[src/rtl/charpanel_boot.sv]
module charpanel_boot #(
  parameter bit NIBBLE_BUS = 1'b1,
  parameter bit TALL_FONT  = 1'b0,
  parameter bit TWO_ROWS   = 1'b1,
  parameter bit LIGHT_UP   = 1'b1,
  parameter int unsigned PWR_CYC  = 1875000,
  parameter int unsigned GAP1_CYC = 512500,
  parameter int unsigned GAP2_CYC = 12500,
  parameter int unsigned CMD_CYC  = 5000,
  parameter int unsigned CLR_CYC  = 205000
) (
  input  logic       clk,
  input  logic       rst_n,
  output logic       bus_req,
  output logic       bus_rs,
  output logic       bus_half,
  output logic [7:0] bus_byte,
  input  logic       bus_ack,
  input  logic       host_req,
  input  logic       host_rs,
  input  logic [7:0] host_byte,
  output logic       host_ack,
  output logic       boot_done
);
  localparam int unsigned BIG_A = (PWR_CYC > GAP1_CYC) ? PWR_CYC : GAP1_CYC;
  localparam int unsigned BIG_B = (CLR_CYC > GAP2_CYC) ? CLR_CYC : GAP2_CYC;
  localparam int unsigned BIG_C = (BIG_A > BIG_B) ? BIG_A : BIG_B;
  localparam int unsigned BIG   = (BIG_C > CMD_CYC) ? BIG_C : CMD_CYC;
  localparam int CW = $clog2(BIG + 1);
  localparam logic [3:0] LAST = LIGHT_UP ? 4'd8 : 4'd7;
  localparam logic [7:0] FSET = 8'h20 | (NIBBLE_BUS ? 8'h00 : 8'h10)
                              | (TWO_ROWS ? 8'h08 : 8'h00) | (TALL_FONT ? 8'h04 : 8'h00);

  typedef enum logic [1:0] {WAITING, ISSUE, HANDOFF} phase_t;

  phase_t        phase;
  logic [3:0]    step;
  logic [CW-1:0] cnt;
  logic          fin;
  logic [7:0]    step_byte;
  logic [CW-1:0] step_gap;

  always_comb begin
    case (step)
      4'd0, 4'd1, 4'd2: step_byte = 8'h30;
      4'd3:             step_byte = 8'h20;
      4'd4:             step_byte = FSET;
      4'd5:             step_byte = 8'h08;
      4'd6:             step_byte = 8'h01;
      4'd7:             step_byte = 8'h06;
      default:          step_byte = 8'h0C;
    endcase
    case (step)
      4'd0:    step_gap = CW'(GAP1_CYC - 1);
      4'd1:    step_gap = CW'(GAP2_CYC - 1);
      4'd6:    step_gap = CW'(CLR_CYC - 1);
      default: step_gap = CW'(CMD_CYC - 1);
    endcase
  end

  always_ff @(posedge clk or negedge rst_n) begin
    if (!rst_n) begin
      phase <= WAITING;
      cnt   <= CW'(PWR_CYC);
      step  <= 4'd0;
      fin   <= 1'b0;
    end else begin
      case (phase)
        WAITING:
          if (cnt == '0) phase <= fin ? HANDOFF : ISSUE;
          else           cnt   <= cnt - 1'b1;
        ISSUE:
          if (bus_ack) begin
            cnt   <= step_gap;
            fin   <= (step == LAST);
            step  <= (step == 4'd2 && !NIBBLE_BUS) ? 4'd4 : step + 4'd1;
            phase <= WAITING;
          end
        default: phase <= HANDOFF;
      endcase
    end
  end

  assign boot_done = (phase == HANDOFF);
  assign bus_req   = boot_done ? host_req  : (phase == ISSUE);
  assign bus_rs    = boot_done & host_rs;
  assign bus_half  = !boot_done && (step <= 4'd3);
  assign bus_byte  = boot_done ? host_byte : step_byte;
  assign host_ack  = boot_done & bus_ack;
endmodule


[config.mk]
export PLATFORM = sky130hd
export DESIGN_NAME = charpanel_boot
export DESIGN_NICKNAME = d
export VERILOG_FILES = /design/src/rtl/charpanel_boot.sv
export SDC_FILE = /design/constraint.sdc
export NUM_CORES = 1
export LEC_CHECK = 0
export BUFFER_PORTS_ARGS = -buffer_cell sky130_fd_sc_hd__buf_2
export CORE_ASPECT_RATIO = 1.5
export CORE_MARGIN = 5
export CORE_UTILIZATION = 55
export CTS_BUF_LIST = sky130_fd_sc_hd__clkbuf_8
export CTS_CLUSTER_DIAMETER = 60
export DETAILED_ROUTE_END_ITERATION = 10
export PLACE_DENSITY = 0.77
export SYNTH_ARGS = -nofsm -noshare
export SYNTH_HDL_FRONTEND = slang
export SYNTH_SLANG_ARGS = --single-unit
[constraint.sdc]
create_clock -name clk -period 2.6 [get_ports clk]
set_input_delay 0.13 -clock clk [delete_from_list [all_inputs] [get_ports clk]]
set_output_delay 0.13 -clock clk [all_outputs]
set_load 0.01 [all_outputs]
Word level (Yosys, flattened, before mapping)
Memories as Yosys holds them, arrays and structs flattened.
Index checks and enable logic that the tools add are counted.
Word-level totals
  register bits after elaboration: 28
  input port bits: 13
  memory bits (read-only): 48
  memories kept: 1
  word-level logic and storage cells: 38
Memory list
  (no name shown): words 8, width 6, rd ports 1, clocked after Yosys merged registers in 0, wr ports 0, RTL line 44  | case (step)
Cells by class
  muxes and demuxes: 11
  bitwise logic cells: 2
  equal/unequal tests: 8
  $add $sub $neg: 2
  magnitude comparators: 1
  reduce and logical (&&, ||, !) cells: 9
Operator list (number)
  $pmux 19 s3: 1
  $mux 21: 2
  $pmux 21 s2: 1
  $logic_not 21->1: 1
  $sub 21x1->21 const B: 1
  $mux 8: 2
  $mux 2: 3
  $ne 2x2->1 const B: 3
  $add 4x1->4 const B: 1
  $eq 4x1->1 const B: 1
  $eq 4x3->1 const B: 1
  $eq 4x4->1 const B: 1
  $le 4x2->1 const B: 1
  $logic_not 4->1: 1
  $pmux 2 s2: 1
  $reduce_and 2->1: 2
  $reduce_and 3->1: 1
  $and 1x1->1: 2
  $eq 2x1->1 const B: 1
  $eq 2x2->1 const B: 1
  $logic_not 2->1: 1
  $reduce_bool 2->1: 1
  $logic_and 1x1->1: 1
  $logic_not 1->1: 1
  $mux 1: 1

Longest topological paths before layout
  depth in word-level cells: 4
  mapped depth: 8
  mapped depth without buffers: 7

Worst setup path after synthesis
OpenSTA, ideal clock, no wires.
  path kind: reg-to-reg
  start point: register cnt[0]
  end point: register cnt[9]
  setup slack: 662 ps
  clock period less this slack: 1938 ps
  setup time: 121 ps
  arrival time: 1817 ps
  cell stages (with the launch flop): 8
  cell sequence: dfrtp_1 inv_1 ha_1 nor4b_1 nand4_1 o31ai_4 o21ba_1 o22a_1
On the way
  longest elaborated chain between the ends: 3
RTL lines
  start: declaration: RTL line 38  | logic [CW-1:0] cnt;
  start signal: assignment: RTL line 64  | cnt <= CW'(PWR_CYC);
  start signal: assignment: RTL line 71  | else cnt <= cnt - 1'b1;
  start signal: assignment: RTL line 74  | cnt <= step_gap;
  $sub 21x1->21 or $logic_not 21->1 (tied branches): RTL line 71, 70
  $mux 21 or $ne 2x2->1 (tied branches)
  $pmux 21 s2 or $reduce_and 3->1 (tied branches)
Parallel ways exist; a longest one is shown, timed or not. The select of a mux whose other input is x is not followed.
A chain may end at the register's enable or synchronous reset.

Final worst setup path
  start point: register cnt[0]
  end point: register cnt[4]
Same word-level chain as after synthesis.

==> out/qor.yml <==
logic_synthesis:
  synth_top_area_share_pct: 23.70
  synth_edf_count: 0
  ys_types: 48
  netlist_top_cells_area: "dfrtp_1 (24%), dfstp_2 (14%), ha_1 (5.3%), nand2_1 (4.5%), o21ai_1 (4.5%)"
  ys_ff_latch: 28
  synth_top_cell_by_area: "dfrtp_1"
  yosysMostFrequentCell: "nand2_1"
  netlist_instances: 221
  synth_ff_type: "dfrtp_1"
  ys_seq_area_share_pct: 37.52
  synth_common_cells: "nand2_1 (23), nor2_1 (21), dfrtp_1 (18), o21ai_1 (17), o21ai_0 (14)"
  ys_warn_count: 0
  avgSynthCellArea_sq_um: 8.600
  ys_async_sr_fraction_pct: 100.0
  synth_nets: 242
  netlist_area_sq_mm: 0.001901
min_path:
  hp-class: "primary input to register"
  min-delay-start: "bus_ack"
  hold_end: "phase[0]"
  hold_depth: 4
grt:
  grt_pass1_wl_um: 8004
  grt_pass1_vias: 1743
  track_usage_pct: 21.82
  grt-ovfl-total: 0
  grt_max_degree: 29
  antenna_found_initial: 0
pwr:
  p_leak_nw: 0.9563
  p_sw_uw: 148.0
  total_power_uw: 697.6
  p_comb_share_pct: 2.6
  p_per_area_mw_per_mm2: 326.4
  worst_ir_drop_vdd_uv: 355.7
  seqPwrFrac_pct: 62.5
  pwr-share-clk_pct: 34.8
  swShare_pct: 21.22
  p_int_uw: 549.5
worst_setup_path:
  crit_family: "simple AND/OR/NAND/NOR gates"
  cp-start-kind: "register"
  crit_path_end_kind: "register"
  cp_data_required_time_ps: 2800
  cp.buffers_inverters: 2
  r2r_cells: 8
  critPathArrivalTime_ps: 2580
  reg2reg_from: "cnt[0]"
  worstReg2RegEnd: "cnt[4]"
  crit_chain: "inv_1 > ha_1 > nor4b_1 > nand4_1 > o31ai_4 > buf_4 > nor2_1 > o32a_1"
  critPathMaxFanout: 17
  critPathKind: "register to register"
  critPathMaxStageDelay_ps: 460
  r2r_slack_ps: 220
  crit_path_top_delay_cell: "o31ai_4"
floorplan:
  chipWidth_um: 58.00
  die_y_um: 82.00
  die_area_sq_mm: 0.004755
  row_count: 26
  core_area_sq_mm: 0.003383
  initial_core_util_pct: 56.18
  io_pins: 26
clock_tree:
  cts_tree: "yes"
  cts_htree_levels: 1
  cts_buffers: 3
  clk_pin_slew_worst_paths_ps: 100
  insertion_delay_ps: 280
  cts-root-buf: "clkbuf_8"
  cts.sinks: 28
  cts_resized: 0
  ctsLongestPathBuffers: 2
sta:
  fin_crit_sh_pct: 91.44
  rsz0062_at_grt: "false"
  tns_ps: 0
  drv_slew: 0
  hold_viol: 0
  slew_headroom_pct: 57.02
  skew_ps: 8.219
  max_freq_mhz: 420.6
  worst_pin_slew_ps: 644.7
  setup_violations: 0
  fin_crit_ps: 2377
placement:
  gp_congestion: 0.9098
  hpwl_um: 3420
  placed_area_sq_mm: 0.002082
  port_buffers: 25
route:
  ant_nets: 0
  wire_per_inst_um: 15.95
  drt-pass1-iter-count: 4
  finalWirelength_um: 4609
  first_iter_violations: 44
  via_per_inst: 6.173
  drc: 0
  vias: 1784
final_layout:
  synthToLayoutAreaGrowth_pct: 12.44
  drive_gt1_share_pct: 22.27
  fillerInstances: 318
  antenna_cells: 0
  multi_input_area_sq_mm: 0.001101
  fin_nets: 269
  regArea_sq_um: 713.2
  design_area_sq_mm: 0.002137
outcome:
  status: "complete, no violations"
flow_run:
  cap_violations: 0
## worst max-delay path by stage
| stage | start | endpoint | slack [ps] | cells past startpoint |
|---|---|---|---|---|
| after floorplan | cnt[0] | cnt[9] | 660 | 7 |
| after global placement | cnt[0] | cnt[4] | 280 | 8 |
| after detailed placement | cnt[0] | cnt[4] | 200 | 8 |
| after CTS | cnt[0] | cnt[4] | 160 | 8 |
| after global routing | cnt[0] | cnt[4] | 5 | 8 |
| final | cnt[0] | cnt[4] | 220 | 8 |
## placed cells by master (no fill, tap or decap), types with 4 or more instances in the layout
cell type	instances
a31oi_1	8
o21ai_0	14
nand2b_1	5
buf_4	8
dfrtp_1	18
o21ai_1	17
inv_1	9
buf_2	25
nor2_1	21
nor3_1	13
dfstp_2	10
and2_1	5
nor2b_1	4
ha_1	8
a21oi_1	8
nand2_1	23
## metal layers
metal	routed length [um]	global-route usage, %
met5	0	0
met4	234	12.06
met3	230	2.987
met2	2304	37.90
met1	1840	25.57
## layout make-up
class	count	share of cell area, %
sequential	28	33.37
tap	42	2.459
inverter	8	1.405
multi-input combinational	173	51.52
clock inverter	1	0.1756
timing repair buffer	34	9.133
clock buffer	3	1.932
## worst register-to-register path, stage by stage (launching register included)
cell and delay, ps:
dfrtp_1 420, inv_1 90, ha_1 140, nor4b_1 330, nand4_1 350, o31ai_4 460, buf_4 300, nor2_1 70
o32a_1 170
## cell families (layout without fill, tap and decap cells)
family	after synthesis	in the layout	share of synthesized area, %
AND/OR/NAND/NOR	88	88	25.41
buffers and inverters	20	46	4.543
XOR/XNOR	4	4	1.844
AO/OA/AOI/OAI	71	71	24.36
flip-flops	28	28	37.52
multiplexers	2	2	1.053
adder cells (fa/ha/maj)	8	8	5.267
## through the flow
step	worst slack [ps]	util (%)	cells	hold WS, ps
6_report	222.7	63.17	289	213.7
5_1_grt	4.793	63.17	289	263.0
4_1_cts	163.6	63.17	289	209.4
3_5_place_dp	195.2	61.54	284	186.9
3_3_place_gp	279.9	61.54	284	176.2
2_1_floorplan	662.1	-	221	-165.6
## state kept, by name, summed over array words and instances (netlist names)
register and count:
step 4, cnt 21, fin 1, phase 2
## power groups by stage
stage,clock [mW],combinational (mW),sequential [mW]
final,0.243,0.0185,0.436
after global routing,0.268,0.0213,0.436
after CTS,0.250,0.0189,0.436
after detailed placement,0,0.0178,0.444
after global placement,0,0.0172,0.444
after floorplan,0,0.000198,0.444
## repair_timing
item / CTS / global route
hold buffers: 1 / 0
buffers inserted: 0 / 0
endpoints found under the hold margin: 18 / 0
setup endpoints to repair: 0 / 2
Power figures use the tool's default switching activity.
